## config.mk

```make
export PLATFORM = sky130hd
export DESIGN_NAME = col_cmd_decoder
export DESIGN_NICKNAME = d
export VERILOG_FILES = /design/src/rtl/col_cmd_pkg.sv /design/src/rtl/col_cmd_decode.sv /design/src/rtl/col_burst_tracker.sv /design/src/rtl/col_interrupt_check.sv /design/src/rtl/col_cmd_decoder.sv
export SDC_FILE = /design/constraint.sdc
export NUM_CORES = 1
export LEC_CHECK = 0
export ABC_AREA = 1
export BUFFER_PORTS_ARGS = -buffer_cell sky130_fd_sc_hd__buf_2
export CAP_MARGIN = 20
export CORE_UTILIZATION = 53
export DETAILED_ROUTE_END_ITERATION = 12
export GPL_ROUTABILITY_DRIVEN = 0
export GPL_TIMING_DRIVEN = 0
export PLACE_DENSITY = 0.81
export SYNTH_ARGS = -nofsm -noshare
export SYNTH_HDL_FRONTEND = slang
export SYNTH_SLANG_ARGS = --single-unit
```

## constraint.sdc

```tcl
create_clock -name clk_i -period 4.8 [get_ports clk_i]
set_clock_uncertainty 0.05 [all_clocks]
set_input_delay 0.24 -clock clk_i [delete_from_list [all_inputs] [get_ports clk_i]]
set_output_delay 0.24 -clock clk_i [all_outputs]
set_load 0.02 [all_outputs]
```

## src/rtl/col_cmd_pkg.sv

```systemverilog
`timescale 1ns/1ps
package col_cmd_pkg;

  typedef enum logic [1:0] {
    BL_RSV = 2'b00,
    BL_4   = 2'b01,
    BL_8   = 2'b10,
    BL_16  = 2'b11
  } bl_cfg_e;

  // opcode / field positions inside the rising-edge sample
  localparam int unsigned OP_ACT_BIT = 0;
  localparam int unsigned OP_NEG_BIT = 1;
  localparam int unsigned OP_DIR_BIT = 2;
  localparam int unsigned RISE_COL_LO = 5;
  localparam int unsigned RISE_COL_HI = 6;

  // clock cycles a burst occupies: two beats per cycle
  function automatic int unsigned half_cycles(logic [1:0] cfg);
    case (bl_cfg_e'(cfg))
      BL_8:    return 4;
      BL_16:   return 8;
      default: return 2;
    endcase
  endfunction

  function automatic logic is_short(logic [1:0] cfg);
    return !(cfg == BL_8 || cfg == BL_16);
  endfunction

endpackage

```

## src/rtl/col_cmd_decode.sv

```systemverilog
`timescale 1ns/1ps
module col_cmd_decode
  import col_cmd_pkg::*;
#(
  parameter int unsigned CA_W  = 10,
  parameter int unsigned COL_W = CA_W + 1
) (
  input  logic             cs_ni,
  input  logic [CA_W-1:0]  ca_rise_i,
  input  logic [CA_W-1:0]  ca_fall_i,
  output logic             col_cmd_o,
  output logic             rd_o,
  output logic [COL_W-1:0] col_o
);

  logic unused_bits;

  assign col_cmd_o = !cs_ni && ca_rise_i[OP_ACT_BIT] && !ca_rise_i[OP_NEG_BIT];
  assign rd_o      = ca_rise_i[OP_DIR_BIT];
  assign col_o     = {ca_fall_i[CA_W-1:1], ca_rise_i[RISE_COL_HI:RISE_COL_LO]};

  assign unused_bits = ^{ca_fall_i[0], ca_rise_i[CA_W-1:RISE_COL_HI+1],
                         ca_rise_i[RISE_COL_LO-1:OP_DIR_BIT+1]};

endmodule

```

## src/rtl/col_burst_tracker.sv

```systemverilog
`timescale 1ns/1ps
module col_burst_tracker
  import col_cmd_pkg::*;
#(
  parameter int unsigned AGE_W = 5
) (
  input  logic             clk_i,
  input  logic             rst_ni,
  input  logic             start_i,
  input  logic             start_rd_i,
  input  logic [1:0]       start_cfg_i,
  output logic             busy_o,
  output logic [AGE_W-1:0] age_o,
  output logic             rd_o,
  output logic             short_o
);

  localparam logic [AGE_W-1:0] AGE_MAX = '1;

  logic [AGE_W-1:0] half_q;
  logic [AGE_W:0]   age_inc;

  assign age_inc = {1'b0, age_o} + 1'b1;

  always_ff @(posedge clk_i or negedge rst_ni) begin
    if (!rst_ni) begin
      busy_o  <= 1'b0;
      age_o   <= '0;
      rd_o    <= 1'b0;
      short_o <= 1'b1;
      half_q  <= '0;
    end else if (start_i) begin
      busy_o  <= 1'b1;
      age_o   <= AGE_W'(1);
      rd_o    <= start_rd_i;
      short_o <= is_short(start_cfg_i);
      half_q  <= AGE_W'(half_cycles(start_cfg_i));
    end else begin
      // age saturates; busy drops once the next edge reaches the burst end
      if (age_o != AGE_MAX) age_o <= age_inc[AGE_W-1:0];
      busy_o <= busy_o && (age_inc < {1'b0, half_q});
    end
  end

  a_r4_start_sets_busy: assert property (@(posedge clk_i) disable iff (!rst_ni)
    start_i |=> busy_o && age_o == AGE_W'(1));

  a_r10_age_runs: assert property (@(posedge clk_i) disable iff (!rst_ni)
    (!start_i && age_o != AGE_MAX) |=> age_o == $past(age_o) + 1'b1);

  a_r10_busy_no_revive: assert property (@(posedge clk_i) disable iff (!rst_ni)
    (!start_i && !busy_o) |=> !busy_o);

endmodule

```

## src/rtl/col_interrupt_check.sv

```systemverilog
`timescale 1ns/1ps
module col_interrupt_check #(
  parameter int unsigned AGE_W  = 5,
  parameter int unsigned TCCD_W = 4
) (
  input  logic              busy_i,
  input  logic              short_i,
  input  logic              cur_rd_i,
  input  logic              new_rd_i,
  input  logic [AGE_W-1:0]  age_i,
  input  logic [TCCD_W-1:0] tccd_i,
  output logic              legal_o
);

  localparam int unsigned CMP_W = (AGE_W > TCCD_W) ? AGE_W : TCCD_W;

  logic [CMP_W-1:0] age_x, tccd_x;
  logic             same_dir, on_grid, spaced;

  assign age_x    = CMP_W'(age_i);
  assign tccd_x   = CMP_W'(tccd_i);
  assign same_dir = (cur_rd_i == new_rd_i);
  assign on_grid  = !age_i[0];
  assign spaced   = (age_x >= tccd_x);

  assign legal_o = !busy_i || (!short_i && same_dir && on_grid && spaced);

endmodule

```

## src/rtl/col_cmd_decoder.sv

```systemverilog
`timescale 1ns/1ps
module col_cmd_decoder
  import col_cmd_pkg::*;
#(
  parameter int unsigned CA_W   = 10,
  parameter int unsigned TCCD_W = 4,
  parameter int unsigned AGE_W  = 5,
  localparam int unsigned COL_W = CA_W + 1
) (
  input  logic              clk_i,
  input  logic              rst_ni,
  input  logic              cs_ni,
  input  logic [CA_W-1:0]   ca_rise_i,
  input  logic [CA_W-1:0]   ca_fall_i,
  input  logic [1:0]        bl_cfg_i,
  input  logic [TCCD_W-1:0] tccd_i,
  output logic              cmd_valid_o,
  output logic              cmd_rd_o,
  output logic [COL_W-1:0]  col_addr_o,
  output logic              burst_active_o,
  output logic              illegal_o
);

  logic             col_cmd, new_rd, legal, accept, reject;
  logic [COL_W-1:0] new_col;
  logic             trk_busy, trk_rd, trk_short;
  logic [AGE_W-1:0] trk_age;

  col_cmd_decode #(.CA_W(CA_W), .COL_W(COL_W)) u_decode (
    .cs_ni     (cs_ni),
    .ca_rise_i (ca_rise_i),
    .ca_fall_i (ca_fall_i),
    .col_cmd_o (col_cmd),
    .rd_o      (new_rd),
    .col_o     (new_col)
  );

  col_interrupt_check #(.AGE_W(AGE_W), .TCCD_W(TCCD_W)) u_check (
    .busy_i   (trk_busy),
    .short_i  (trk_short),
    .cur_rd_i (trk_rd),
    .new_rd_i (new_rd),
    .age_i    (trk_age),
    .tccd_i   (tccd_i),
    .legal_o  (legal)
  );

  assign accept = col_cmd && legal;
  assign reject = col_cmd && !legal;

  col_burst_tracker #(.AGE_W(AGE_W)) u_tracker (
    .clk_i       (clk_i),
    .rst_ni      (rst_ni),
    .start_i     (accept),
    .start_rd_i  (new_rd),
    .start_cfg_i (bl_cfg_i),
    .busy_o      (trk_busy),
    .age_o       (trk_age),
    .rd_o        (trk_rd),
    .short_o     (trk_short)
  );

  always_ff @(posedge clk_i or negedge rst_ni) begin
    if (!rst_ni) begin
      cmd_valid_o <= 1'b0;
      illegal_o   <= 1'b0;
      cmd_rd_o    <= 1'b0;
      col_addr_o  <= '0;
    end else begin
      cmd_valid_o <= accept;
      illegal_o   <= reject;
      if (accept) begin
        cmd_rd_o   <= new_rd;
        col_addr_o <= new_col;
      end
    end
  end

  assign burst_active_o = trk_busy;

  a_r1_deselect_quiet: assert property (@(posedge clk_i) disable iff (!rst_ni)
    cs_ni |=> !cmd_valid_o && !illegal_o);

  a_r2_direction: assert property (@(posedge clk_i) disable iff (!rst_ni)
    accept |=> cmd_valid_o && cmd_rd_o == $past(ca_rise_i[OP_DIR_BIT]));

  a_r3_column: assert property (@(posedge clk_i) disable iff (!rst_ni)
    accept |=> col_addr_o == $past({ca_fall_i[CA_W-1:1], ca_rise_i[RISE_COL_HI:RISE_COL_LO]}));

  a_r5_short_no_break: assert property (@(posedge clk_i) disable iff (!rst_ni)
    (col_cmd && trk_busy && trk_short) |=> illegal_o && !cmd_valid_o);

  a_r6_dir_mismatch: assert property (@(posedge clk_i) disable iff (!rst_ni)
    (col_cmd && trk_busy && trk_rd != new_rd) |=> illegal_o);

  a_r7_odd_slot: assert property (@(posedge clk_i) disable iff (!rst_ni)
    (col_cmd && trk_busy && trk_age[0]) |=> illegal_o);

  a_r11_idle_accepts: assert property (@(posedge clk_i) disable iff (!rst_ni)
    (col_cmd && !trk_busy) |=> cmd_valid_o && !illegal_o);

  a_r10_single_flag: assert property (@(posedge clk_i) disable iff (!rst_ni)
    illegal_o |-> !cmd_valid_o);

endmodule

```

# ---- Word level (Yosys, flattened, before mapping)
# Cells that the tools add are included.
dict set report word_totals {
  inputBits 29
  ff_bits 26
  elab_cells 37
  out_inout_bits 15
}
dict set report classes {
  reduce_logical 18
  n_lt_le_gt_ge 2
  addsub 1
  n_mux 4
  eq_ne 4
}
# cell count
set ops {}
lappend ops {{$mux 5} 2}
lappend ops {{$logic_and 1x1->1} 8}
lappend ops {{$pmux 4 s2} 1}
lappend ops {{$logic_not 1->1} 7}
lappend ops {{$add 5x1->6 const B} 1}
lappend ops {{$lt 6x5->1} 1}
lappend ops {{$ge 5x4->1} 1}
lappend ops {{$ne 5x5->1 const B} 1}
lappend ops {{$eq 2x2->1 const B} 2}
lappend ops {{$logic_or 1x1->1} 2}
lappend ops {{$reduce_bool 2->1} 1}
lappend ops {{$eq 1x1->1} 1}
lappend ops {{$mux 1} 1}

# ---- Longest topological paths before layout
# Gate-level depths: netlist of the first run.
dict set report logic_depth {
  word_depth 7
  mapped_depth 12
  depth_no_buf 11
}

# ---- Cells and area by module
# From an unflattened synthesis of the first run, not the netlist that was laid out.
dict set report unflattened {
  cells_unflattened 169
  hier_area_um2 1370.1
}
# module area_per_inst_um2 instances cells_per_inst seq_area_each_um2
set modules_own_cells {}
lappend modules_own_cells {col_burst_tracker 573.0 1 67 276.5}
lappend modules_own_cells {col_cmd_decoder 544.3 1 57 350.3}
lappend modules_own_cells {col_interrupt_check 148.9 1 30 0.0}
lappend modules_own_cells {col_cmd_decode 103.8 1 15 0.0}

# ---- Worst setup path after synthesis of the first run
# OpenSTA, ideal clock, no wires.
dict set report synth_path {
  path_kind {register to register}
  startpoint {reg u_tracker.age_o[0]}
  endpoint {reg col_addr_o[0]}
  t_required_ns 4.633
  n_path_buf 1
  period_less_slack_ns 1.578
  slack_ns 3.222
  setup_ns 0.117
  stages_incl_launch_ff 13
  t_arrival_ns 1.411
  cell_sequence {dfrtp_1 inv_1 ha_1 inv_1 nand2_1 nand3_1 nand2_1 nand2_2 nand2_4 nand2_8 buf_12 nand2_2 nand2_1}
}
dict set report synth_via {
  elab_chain_cells 5
  elab_cells_between_ends 6
  classes_between {order compare (1); reduce/logical (5)}
}
# item line_no
set synth_rtl {}
lappend synth_rtl {{start: declaration} col_burst_tracker.sv:13} ;# output logic [AGE_W-1:0] age_o,
lappend synth_rtl {{start signal: assignment} col_burst_tracker.sv:40} ;# if (age_o != AGE_MAX) age_o <= age_inc[AGE_W-1:0];
lappend synth_rtl {{parallel branches: the longest is 2 deep, another holds $ge 5x4->1} n/a}
lappend synth_rtl {{$logic_and 1x1->1 (*)} col_interrupt_check.sv:26} ;# assign legal_o = !busy_i || (!short_i && same_dir && on_grid && spaced);
lappend synth_rtl {{$logic_or 1x1->1 (*)} col_interrupt_check.sv:26}
lappend synth_rtl {{$logic_and 1x1->1 (*)} col_cmd_decoder.sv:48} ;# assign accept = col_cmd && legal;
lappend synth_rtl {{end signal: assignment} col_cmd_decoder.sv:74} ;# col_addr_o <= new_col;
lappend synth_rtl {{end: declaration} col_cmd_decoder.sv:19} ;# output logic [COL_W-1:0] col_addr_o,
# Mark *: on every way between the ends.
# A chain may end at the register's enable or synchronous reset.

# ---- Final worst setup path of the first run
dict set report layout_path {
  startpoint {reg u_tracker.age_o[2]}
  endpoint {reg u_tracker.half_q[1]}
}
dict set report layout_via {
  elab_chain_cells 4
}
# item line_no
set layout_rtl {}
lappend layout_rtl {{$ge 5x4->1} col_interrupt_check.sv:24} ;# assign spaced = (age_x >= tccd_x);
lappend layout_rtl {{$logic_and 1x1->1} col_interrupt_check.sv:26}
lappend layout_rtl {{$logic_or 1x1->1} col_interrupt_check.sv:26}
lappend layout_rtl {{$logic_and 1x1->1} col_cmd_decoder.sv:48}
lappend layout_rtl {{end signal: assignment} col_burst_tracker.sv:37} ;# half_q <= AGE_W'(half_cycles(start_cfg_i));
lappend layout_rtl {{end: declaration} col_burst_tracker.sv:20} ;# logic [AGE_W-1:0] half_q;
# No other way between the ends.

==> results.md, run 1 <==
- The run finished with clean final reports.
- The synthesized netlist devotes 1.344% of its cell area to compound gates.
- The tree built by TritonCTS fans out to 24 sinks.
- Power spread over the standard cell area amounts to around 540 nW/um^2.
- The total leakage power is 0.0009323 uW.
- The synthesized flop and latch total is 24.
- The hold path depth is 3.
- The final worst hold slack is 84.96 ps.
- The slack of the critical path is 2981 ps.
- The clock tree root driver cell is sky130_fd_sc_hd__clkbuf_4.
- The filler cell count is 195.
- The initial antenna violation count is 0.
- Entering global routing, the biggest net connects 25 pins.
- The mean cell area of the mapped netlist is about 8.4 um^2.
- Yosys printed 0 warnings.
- The number of nets in the layout is 235.
- The largest fanout on the critical path is 10.
- Across the run, the number of max-cap violations was 0.
- The clock insertion delay at the later pin of the skew report is 320 ps.
- The worst path in the final design needs a cycle of 1819 ps, including I/O delays and setup.
- In the synthesized netlist, the number of instances is 155.
- Cells fill a little over two thirds of the core in the end.
- The actual transition at the worst max-transition pin is 522.9 ps.
- The post-synthesis simple-gate area fraction is 32.73%.
- The first global-routing pass estimated 4243 um of wire.
- The via count is 1093.
- The portion of the post-synthesis area used by sequential elements is 46.16%.
- The total congestion overflow is 0.
- STA puts the critical path data required time at around 5000 ps.
- The capturing instance or port of the critical path is u_tracker.half_q[1]$_DFFE_PN0P_.
- In this run the horizontal extent of the chip is 51.60 um.
- The number of unique standard cell types used by synthesis is 21.
- During I/O placement, the number of pins put on the boundary was between 40 and 50.
- Buffers inserted during clock tree synthesis total 3.
- Dividing the detail-routed wire length by the instance count gives 11.83 um.
- The final number of hold-violating endpoints came to 0.
- The start point of the critical path is u_tracker.age_o[2]$_DFFE_PN0P_.
- The total wire length is 2662 um.
- The starting utilization of the core area is 57.82%.
- The die covers 2662 um^2.
- In this run the standard cell core region covers around 2300 um^2.
- The worst slack at placement is 3047 ps.
- The number of max-slew violations in the final report is 0.
- The worst setup slack for register-to-register paths is 2980 ps.
- The repair_antennas step left the layout with diodes totalling 0.
- The remaining max-slew budget at the tightest pin is 65.14%.
- The share of the cycle needed by the critical path after routing is a little under two fifths.
- The HPWL after detailed placement is 2002 um.
- After synthesis, the largest family of logic cells by area is simple AND/OR/NAND/NOR gates.
- Setup repair after global routing left no endpoint under its margin.
- The endpoint identified for the worst register-to-register timing path is u_tracker.half_q[1]$_DFFE_PN0P_.
- The async set-reset flop share out of synthesis is 100.0%.
- The maximum achievable frequency is 0.5499 GHz.
- The net count after synthesis is 192.
- The final total power is 850.6 uW.
- Ranked by instance count, the synthesized netlist is headed by 43 x sky130_fd_sc_hd__nand2_1, 23 x sky130_fd_sc_hd__dfrtp_1, 23 x sky130_fd_sc_hd__inv_1, 18 x sky130_fd_sc_hd__nand3_1, 14 x sky130_fd_sc_hd__nor2_1.
- The area of the mapped netlist is between 1000 and 1500 um^2.
- The startpoint of the worst-slack reg-to-reg timing path is u_tracker.age_o[2]$_DFFE_PN0P_.
- The class of the worst hold path is in -> reg.
- CTS built an H-tree with a depth of 1.
- The arrival time at the worst endpoint is approximately 2000 ps.
- The CTS tree is done.
- The critical path is of the reg -> reg type.
- The worst setup path is captured at a flip-flop.
- Summing the areas of all xor and xnor instances in the mapped netlist gives 0.6718% of the synthesized area.
- The deepest clock path buffer count is 2.
- Setup violations remaining at the end of the flow were counted as 0.
- The detail route stage leaves a number of antenna-violating nets equal to 0.
- The number of buffers inserted by port buffering is 37.
- Row generation in the floorplan step produced 17 rows.
- Of the total synthesized cell area, the portion taken by full adders, half adders and majority gates is 7.678%.
- Measured along the y axis, the die boundary spans 51.60 um.
- Global routing used 22.47% of the available tracks.
- Cells with a size suffix above 1 make up 29.44% of the layout.
- The number of gates resized after CTS was 0.
- STA classifies the critical path startpoint as a flip-flop.
- The peak ir drop on the vdd network is between 0.0003 and 0.0004 V.
- In this run, synthesis inferred 0 flip-flops with an integrated enable.
- The prevailing post-synth register cell is sky130_fd_sc_hd__dfrtp_1.
- The synthesized design spends more area on one cell type than any other, namely sky130_fd_sc_hd__dfrtp_1.
- Dividing the detail-routed via count by the number of cells gives 4.858.
- The via count of the first global-routing pass is 1002.
- The proportion of netlist area held by the largest area contributor is 44.15%.
- In the routed design, unresolved DRC markers number 0.
- For this run, the detailed router's first-pass iteration total came to 4.
- In the post-synthesis netlist, the cell with the most instances is sky130_fd_sc_hd__nand2_1.
- The clock-pin slew of the registers on the worst-case setup and hold paths is 140 ps.
- Yosys attributes the largest share of cell area to sky130_fd_sc_hd__dfrtp_1 44%, sky130_fd_sc_hd__nand2_1 12%, sky130_fd_sc_hd__ha_1 7.7%.
- For the final routed database, the setup TNS stands at 0 ps.
- In the synthesized netlist, mux cells make up roughly 1.5% of the area.
- The area growth from synthesis to layout is 21.69%.
- Counting cells, the worst reg-to-reg path comes to 11.
- The violation count after the first detailed-routing iteration is 10.
cells in the final DEF, fill, tap and decap left out, drive strengths merged:
master	Yosys	final
buf	3	40
bufinv	0	1
clkbuf	1	4
dfrtp	23	23
dfstp	1	1
dlygate4sd3	0	1
ha	8	8
inv	23	23
mux2i	2	2
nand2	54	54
nand3	18	18
nand4	2	2
nor2	15	15
nor3	1	1
o21a	1	1
o21ai	2	2
xor2	1	1
cells by family (layout without fill, tap and decap cells):
group / Yosys count / in the layout
and+or+nand+nor: 90 / 90
xor gates and xnor gates: 1 / 1
adders and majority gates: 8 / 8
buffers and inverters: 27 / 69
AOI/OAI and AO/OA: 3 / 3
muxes: 2 / 2
DFF: 24 / 24
routing by layer:
layer | wire (um) | global-route usage (%) | share of wire, %
met5 | 0 | 0 | 0
met4 | 25 | 9.009 | 0.94
met3 | 92 | 4.386 | 3.5
met2 | 1386 | 42.42 | 52
met1 | 1158 | 24.19 | 44
report_power, final:
part | internal [uW] | total [uW] | switching [uW]
combinational | 148 | 370 | 222
clock | 84.5 | 145 | 60.2
sequential | 271 | 336 | 64.4
total | 504 | 851 | 347
worst min-delay path by stage:
stage,start,endpoint,slack (ps)
finish,ca_rise_i[5],col_addr_o[0]$_DFFE_PN0P_,80
global route,ca_rise_i[6],col_addr_o[1]$_DFFE_PN0P_,90
CTS,ca_rise_i[5],col_addr_o[0]$_DFFE_PN0P_,80
detailed placement,rst_ni,u_tracker.age_o[0]$_DFFE_PN0P_,190
global placement,rst_ni,u_tracker.age_o[0]$_DFFE_PN0P_,200
floorplan,rst_ni,cmd_valid_o$_DFF_PN0_,-110
metrics by stage:
| step | cells | cell area (um^2) |
|---|---|---|
| after floorplan | 155 | 1304 |
| after global placement | 220 | 1524 |
| after detailed placement | 220 | 1524 |
| after CTS | 225 | 1587 |
| after global routing | 225 | 1587 |
| final | 225 | 1587 |
flip-flops by register name, indices dropped and copies added, names as in the netlist:
signal / flops
u_tracker.rd_o: 1
u_tracker.age_o: 5
u_tracker.half_q: 3
cmd_valid_o: 1
u_tracker.short_o: 1
col_addr_o: 11
u_tracker.busy_o: 1
illegal_o: 1
critical path, cell delays in order (launching register included):
cell and delay (ps):
sky130_fd_sc_hd__dfrtp_1 480, sky130_fd_sc_hd__ha_1 320, sky130_fd_sc_hd__nand2_1 70, sky130_fd_sc_hd__nor2_1 90, sky130_fd_sc_hd__nor2_1 60, sky130_fd_sc_hd__nand2_1 70
sky130_fd_sc_hd__nand2_2 60, sky130_fd_sc_hd__nand2_4 130, sky130_fd_sc_hd__nand2_8 100, sky130_fd_sc_hd__buf_12 170, sky130_fd_sc_hd__nand2_2 50, sky130_fd_sc_hd__nand2_1 50
timing repair:
action                    4_1_cts  5_1_grt
hold buffers                    1        0
buffers inserted                0        0
hold endpoints to repair       23        0
final cells by class:
cell class                      count  area, um^2  area share, %
Clock buffer                        3       22.52          1.420
Buffer                              4       42.54          2.681
Inverter                           23       86.33          5.442
Timing Repair Buffer               38       195.2          12.30
Sequential cell                    24       601.8          37.93
Multi-Input combinational cell    104       573.1          36.12
Tap cell                           28       35.03          2.208
Clock inverter                      1       30.03          1.893
(Power assumes the default switching activity.)
==> inputs of run 2 (changes only) <==
Settings changed: ABC_AREA 1 to 0, CORE_ASPECT_RATIO set to 2, CORE_UTILIZATION 53 to 48, PLACE_DENSITY 0.81 to 0.73.
Clock period 4.8 ns to 1.5 ns, I/O delays scaled along.
==> results.md, run 2 <==
- The flow ran to the end, but the final reports show violations.
- The checks that failed: setup timing.
- The worst setup path is captured at a flip-flop.
- The total DRC errors in the routed layout is 0.
- The HPWL after detailed placement is ~3400 um.
- At the worst endpoint, the arrival time is roughly 2000 ps.
- The wire length of the first global-routing pass is roughly 8000 um.
- The violation count after the first detailed-routing iteration is 89.
- Sequential cells were found to cover 34.91% of the synthesized design area.
- After technology mapping, the gate count stands at around 190.
- The area growth from synthesis to layout is 47.61%.
- The die span in x is 44.38 um.
- Dividing the final minimum period by the clock period gives 126.6%.
- The tightest hold path in the finished design has a slack of 14.32 ps.
- In this run the worst path has a maximum fanout of 6.
- Headroom to the max-slew limit came out at 55.95%.
- For this configuration, the core starts out at a cell density of 50.48%.
- The share of cells above drive strength 1 is 47.58%.
- The clock insertion delay at the later pin of the skew report is 270 ps.
- Counting the fill cells in the layout gives 234.
- The tree is rooted in a sky130_fd_sc_hd__clkbuf_8.
- TritonCTS created 3 clock buffers.
- For this block, the routed nets add up to 5691 um of wire.
- OpenSTA, run right after detailed placement, puts the worst setup slack at -546.0 ps.
- The library cells used most frequently in the layout, excluding fill and tap cells, are 42 x sky130_fd_sc_hd__buf_2, 21 x sky130_fd_sc_hd__nand3_1, 19 x sky130_fd_sc_hd__dfrtp_1.
- Setup violations remaining at the end of the flow were counted as 23.
- The area of all placed cells without fillers is between 2000 and 3000 um^2.
- The cell area power density is 2146 nW/um^2.
- After detailed routing, the average wire length per cell comes to 19.23 um.
- The initial antenna violation count is 0.
- The via count is approximately 1800.
- The proportion of netlist area held by the largest area contributor is 33.38%.
- The routed design could run at a clock period as short as 1899 ps.
- During placement, the flow inserted port buffers numbering 37.
- The mean cell area of the mapped netlist is 9.171 um^2.
- The register with the most flip-flops in the layout has 11 of them.
- The via count of the first global-routing pass came to 1760.
- The number of unique standard cell types used by synthesis is 38.
- The largest registers in the layout are col_addr_o (11), u_tracker.age_o (5), u_tracker.half_q (3).
- The row count is 30.
- Summed over all failing endpoints, the final setup total negative slack is -7931 ps.
- Entering global routing, the biggest net connects 25 pins.
- col_addr_o holds more flip-flops than any other register.
- Yosys attributes the largest share of cell area to sky130_fd_sc_hd__dfrtp_1 33%, sky130_fd_sc_hd__nand3_1 7.8%, sky130_fd_sc_hd__ha_1 5.8%.
- Among all flip-flop cells after synthesis, the most frequent one is sky130_fd_sc_hd__dfrtp_1.
- The tightest min-delay check is of the in -> reg type.
- The final number of hold-violating endpoints is 0.
- The Yosys warning count is 0.
- The final total power is around 5500 uW.
- The global-route usage over all layers is ~29%.
- The CTS tree is done.
- The clock-pin slew of the registers on the worst-case setup and hold paths is around 90 ps.
- The repair_antennas step left the layout with diodes totalling 0.
- The deepest clock path buffer count is 2.
- Summed over all layers, the global routing overflow is 0.
- The number of nets handed over by synthesis was approximately 230.
- The cell area after placement is 2048 um^2.
- The actual transition at the worst max-transition pin is 659.3 ps.
- The synthesized flop and latch total is 24.
- Of all cell types, the one taking the most synthesized area is sky130_fd_sc_hd__dfrtp_1.
- The maximum achievable frequency is 0.5267 GHz.
- The analysis attributes to cell leakage a power of 0.001019 uW.
- The first-pass detailed-route iteration total is 4.
- The total area inside the core boundary comes to 3416 um^2.
- The count of antenna-violating nets left after detailed routing is 0.
- The peak ir drop on the vdd network is between 0.001 and 0.0015 V.
- The type of origin of the critical path is a flip-flop.
- Of all flip-flops after synthesis, the portion carrying an async set or reset was 100.0%.
- The die is 86.76 um tall.
- The area of the die is between 3000 and 4000 um^2.
- The area of the mapped netlist is 1724 um^2.
- The number of max-slew violations in the final report is 0.
- At the end of the flow, the number of nets in the layout was 286.
- CTS built an H-tree with a depth of 1.
- Setup repair after global routing could not meet its margin everywhere.
- The via-per-instance ratio is 6.098.
- 44 I/O pins were placed.
- At the worst endpoint, the required time is roughly 1600 ps.
- The count of clock tree sinks is 24.
- Max-cap violations in this run came to 0.
- Sorting the synthesized cells by how often they occur yields 27 x sky130_fd_sc_hd__nand3_1, 23 x sky130_fd_sc_hd__dfrtp_1, 13 x sky130_fd_sc_hd__nor3b_1, 12 x sky130_fd_sc_hd__and2_1.
- The library cell used most frequently in the layout, excluding fill and tap cells, is sky130_fd_sc_hd__buf_2.
- The library cell with the highest instance count after synthesis is sky130_fd_sc_hd__nand3_1.
- The slack of the critical path is -398.7 ps.
- The critical path start-end classification is reg -> reg.
- In this run, synthesis inferred 0 flip-flops with an integrated enable.
run 2: cell count changes in the layout (fill, tap and decap cells not counted), sizes merged, moves of 4 or more:
cell	delta
a221oi	+12
and2	+12
buf	+23
clkbuf	+8
inv	-16
nand2	-51
nand3	+9
nor2	-8
nor3	+7
nor3b	+13
o2111ai	+11
xnor2	+4
run 2: layer usage:
metal / wire length, um / global-route usage, %
met2: 3213 / 55.21
met3: 219 / 2.292
met5: 0 / 0
met1: 2045 / 28.29
met4: 213 / 14.88
run 2: path summary, 6_finish.rpt:
check,startpoint,endpoint,slack (ps),cells past startpoint
max in group asynchronous,rst_ni,u_tracker.age_o[1]$_DFFE_PN0P_,700,2
worst max register to register,u_tracker.age_o[2]$_DFFE_PN0P_,u_tracker.busy_o$_DFF_PN0_,-400,7
min in group asynchronous,rst_ni,col_addr_o[0]$_DFFE_PN0P_,280,2
worst min register to register,col_addr_o[1]$_DFFE_PN0P_,col_addr_o[1]$_DFFE_PN0P_,510,2
worst max-delay path,u_tracker.age_o[2]$_DFFE_PN0P_,u_tracker.busy_o$_DFF_PN0_,-400,7
worst min-delay path,ca_fall_i[8],col_addr_o[9]$_DFFE_PN0P_,10,3
run 2: where the power goes:
part,total (uW),switching [uW],internal (uW),leakage (uW)
clock,578,220,357,0.0000357
sequential,1210,289,925,0.000268
combinational,3670,1890,1780,0.000716
total,5460,2400,3060,0.00102
run 2: final cells by class:
type                            count  area [um^2]  area share (%)
Multi-Input combinational cell    140         1255           49.31
Sequential cell                    24        606.8           23.84
Timing Repair Buffer               57        396.6           15.59
Buffer                             16        128.9           5.064
Tap cell                           48        60.06           2.360
Clock buffer                        3        41.29           1.622
Clock inverter                      1        30.03           1.180
Inverter                            7        26.28           1.032
run 2: kinds of logic (layout without fill, tap and decap cells):
group                    Yosys count  count (layout)  share of synthesized area (%)
buffers and inverters             24              84                          6.241
AND/OR/NAND/NOR                   82              82                          27.21
XOR/XNOR                           6               6                          3.048
adder cells (fa/ha/maj)            8               8                          5.806
AO/OA/AOI/OAI                     41              41                          20.97
multiplexers                       3               3                          1.814
flip-flops                        24              24                          34.91
run 2: what timing repair did:
action	in CTS	in global routing
setup endpoints to repair	23	23
pin swaps	14	19
gates cloned	1	1
setup buffers	12	5
endpoints found under the hold margin	23	0
hold buffers	1	0
resized for setup	24	30
run 2: metrics by stage:
| step | util, % | std cells |
|---|---|---|
| after floorplan | - | 188 |
| after global placement | 59.96 | 273 |
| after detailed placement | 59.96 | 273 |
| after CTS | 68.46 | 290 |
| after global routing | 74.51 | 296 |
| final | 74.51 | 296 |
run 2: critical path: stages, from the launching register on:
cell and delay (ps):
sky130_fd_sc_hd__dfrtp_2 440, sky130_fd_sc_hd__ha_4 220, sky130_fd_sc_hd__a21o_1 180, sky130_fd_sc_hd__buf_6 120, sky130_fd_sc_hd__a211oi_4 200, sky130_fd_sc_hd__buf_6 150
sky130_fd_sc_hd__a211oi_4 80, sky130_fd_sc_hd__or3_1 340
==> inputs of run 3 (changes only) <==
Settings changed: CAP_MARGIN 20 to 10, HOLD_SLACK_MARGIN set to 0.05, TNS_END_PERCENT set to 100.
==> results.md, run 3 (same netlist as run 2, synthesis figures left out) <==
- The run finished, with violations left.
- The final reports fail on setup timing.
- Input and output buffers added on the ports amount to 37.
- The routed length on met1 is 2044 um.
- The commonest non-fill, non-tap cell in the layout is sky130_fd_sc_hd__buf_2.
- Setup repair after global routing could not meet its margin everywhere.
- Clock tree synthesis found a total of 24 sinks.
- The number of max-slew violations in the final report is 0.
- In this run the clock root is driven by a sky130_fd_sc_hd__clkbuf_8.
- No sink is reached through more buffers than the 2 on the longest clock path.
- The class of the worst hold path is in -> reg.
- The worst setup slack for register-to-register paths is -400 ps.
- The sum of met2 wire segment lengths after detailed routing is 3347 um.
- The net switching share of the total power is 43.84%.
- The register with the most flip-flops in the layout has 11 of them.
- The clock insertion delay at the later pin of the skew report is 270 ps.
- The worst setup path is launched from a flip-flop.
- For hold timing, the worst endpoint is col_addr_o[7]$_DFFE_PN0P_.
- The row count is 30.
- Ranked by flip-flop count, first place goes to col_addr_o.
- Final hold analysis gives a worst-case slack of 33.07 ps.
- The first detailed-routing pass ran for 4 iterations.
- The final number of hold-violating endpoints is 0.
- The die extent in y is 86.76 um.
- The internal power of the cells is 3076 uW.
- The final critical path takes up 126.5% of the cycle.
- The max capacitance violation total is 0.
- The count of endpoints failing setup in the final report is 23.
- The startpoint of the worst hold path is ca_fall_i[6].
- The total DRC errors in the routed layout is 0.
- Across the VDD grid, the largest voltage drop is between 0.001 and 0.0015 V.
- Summed over all nets, the switching power comes to 2401 uW.
- The largest registers in the layout are col_addr_o (11), u_tracker.age_o (5), u_tracker.half_q (3).
- In this run, flip-flops and latches consume between 20% and 30% of the power.
- The filler cell count is 225.
- Summed over all layers, the global routing overflow is 0.
- For the worst setup path, the data required time is 1610 ps.
- For this run, the top clock speed supported by timing is 0.5271 GHz.
- The level count of the clock H-tree is 1.
- The worst pin sits at a relative slew slack of a little over half.
- The relative contribution of combinational cells to total power is between 60 and 70%.
- The number of nets in the layout is 298.
- The standard cell core area is 3416 um^2.
- The wire length on met3 is 186 um.
- For the finished layout, the period the worst path requires is 1897 ps.
- Once routing completed, OpenROAD measured the worst setup slack at -397.2 ps.
- The via-per-instance ratio is 6.065.
- For this run, the total global-route usage over all layers was measured as 29.43%.
- In this run the horizontal extent of the chip is 44.38 um.
- Leaving out fill and tap cells, the most frequent cells in the layout are 42 x sky130_fd_sc_hd__buf_2, 21 x sky130_fd_sc_hd__nand3_1, 19 x sky130_fd_sc_hd__dfrtp_1.
- Dividing the detail-routed wire length by the instance count gives 18.79 um.
- Wires add up to 5788 um.
- The routed layout has roughly 1900 vias.
- The number of cells on the worst reg-to-reg path is 7.
- The critical path starts at u_tracker.age_o[2]$_DFFE_PN0P_.
- The via count of the first global-routing pass is 1834.
- TritonCTS built the clock tree.
- Of all nets on the critical path, the largest fanout is 6.
- The detailed router finished its first iteration with 96 violations.
- Summed over all nets, the half-perimeter wirelength after detailed placement is 3426 um.
- The first global-routing pass estimated approximately 8300 um of wire.
- The detail route stage leaves a number of antenna-violating nets equal to 0.
- The worst slack at placement is -546.0 ps.
- The critical path endpoint category is a flip-flop.
- Data arrives at the worst endpoint at around 2000 ps.
- Buffers inserted during clock tree synthesis total 3.
- The cell area power density is 2055 nW/um^2.
- The starting utilization of the core area is 50.48%.
- The portion of total power attributed to the clock network is between 10% and 20%.
- The I/O pin count is 44.
- The startpoint of the worst-slack reg-to-reg timing path is u_tracker.age_o[2]$_DFFE_PN0P_.
- The area growth from synthesis to layout is 54.57%.
- The pin count of the biggest net entering global routing is 25.
- The highest layer used for signal routing is met4.
- At the pin with the least slew margin, the transition time is about 700 ps.
- The critical path start-end classification is reg -> reg.
- The antenna diode instance count is 0.
- The share of cells above drive strength 1 is 45.38%.
- Summed over all cells, the static leakage comes to 0.001069 uW.
- The initial antenna violation count was 0.
- The die covers 3850 um^2.
- After clock tree synthesis, the clock-pin slew on the worst setup and hold paths is around 90 ps.
- Along the worst hold path, the cell count comes to 3.
- In this run the critical register-to-register path is captured at u_tracker.busy_o$_DFF_PN0_.
## run 3: critical path, stage by stage (launching register included)
cell and delay, ps:
sky130_fd_sc_hd__dfrtp_2 440, sky130_fd_sc_hd__ha_4 220, sky130_fd_sc_hd__a21o_1 180, sky130_fd_sc_hd__buf_6 120
sky130_fd_sc_hd__a211oi_4 200, sky130_fd_sc_hd__buf_6 150, sky130_fd_sc_hd__a211oi_4 80, sky130_fd_sc_hd__or3_1 330
## run 3: layout make-up
class	instances	area, um^2	area share [%]
buffer	16	128.9	4.836
clock buffer	3	41.29	1.549
clock inverter	1	30.03	1.127
inverter	7	26.28	0.9859
multi-input combinational	140	1255	47.09
sequential	24	606.8	22.77
tap	48	60.06	2.254
timing repair buffer	69	516.7	19.39
## run 3: power groups by stage
| stage | Clock, uW | Sequential (uW) | Combinational (uW) |
|---|---|---|---|
| global placement | 0 | 1190 | 2360 |
| CTS | 584 | 1180 | 3100 |
| floorplan | 0 | 1330 | 1620 |
| global route | 604 | 1240 | 3920 |
| finish | 578 | 1220 | 3680 |
| detailed placement | 0 | 1200 | 2390 |
## run 3: repair_timing
action                                  CTS  global route
gates cloned                              1             1
resized for setup                        24            30
hold buffers                             13             0
pin swaps                                14            19
endpoints found under the hold margin    35             0
setup buffers                            12             5
endpoints found under the setup margin   23            23
## run 3: per-stage QoR
| step | total power [uW] | instance area (um^2) | setup TNS [ps] | instances | utilization (%) |
|---|---|---|---|---|---|
| detailed placement | 3584 | 2048 | -9856 | 273 | 59.96 |
| global route | 5767 | 2665 | -9003 | 308 | 78.02 |
| CTS | 4863 | 2459 | -7491 | 302 | 71.98 |
| global placement | 3551 | 2048 | -9995 | 273 | 59.96 |
| finish | 5478 | 2665 | -7945 | 308 | 78.02 |
| floorplan | 2948 | 1803 | -5625 | 188 | - |
## run 3: how the worst max path moves through the flow
stage               cells after the start  slack, ps                              to
finish                                  7       -400      u_tracker.busy_o$_DFF_PN0_
global route                            6       -440  u_tracker.age_o[2]$_DFFE_PN0P_
CTS                                     6       -390       col_addr_o[3]$_DFFE_PN0P_
detailed placement                      5       -550      u_tracker.busy_o$_DFF_PN0_
global placement                        5       -550      u_tracker.busy_o$_DFF_PN0_
floorplan                               5       -330  u_tracker.age_o[0]$_DFFE_PN0P_
## run 3: per-layer routing
| metal | global-route usage (%) | vias to the layer above |
|---|---|---|
| li1 | - | 856 |
| met1 | 28.42 | 902 |
| met2 | 57.49 | 84 |
| met3 | 2.292 | 26 |
| met4 | 14.88 | 0 |
| met5 | 0 | - |
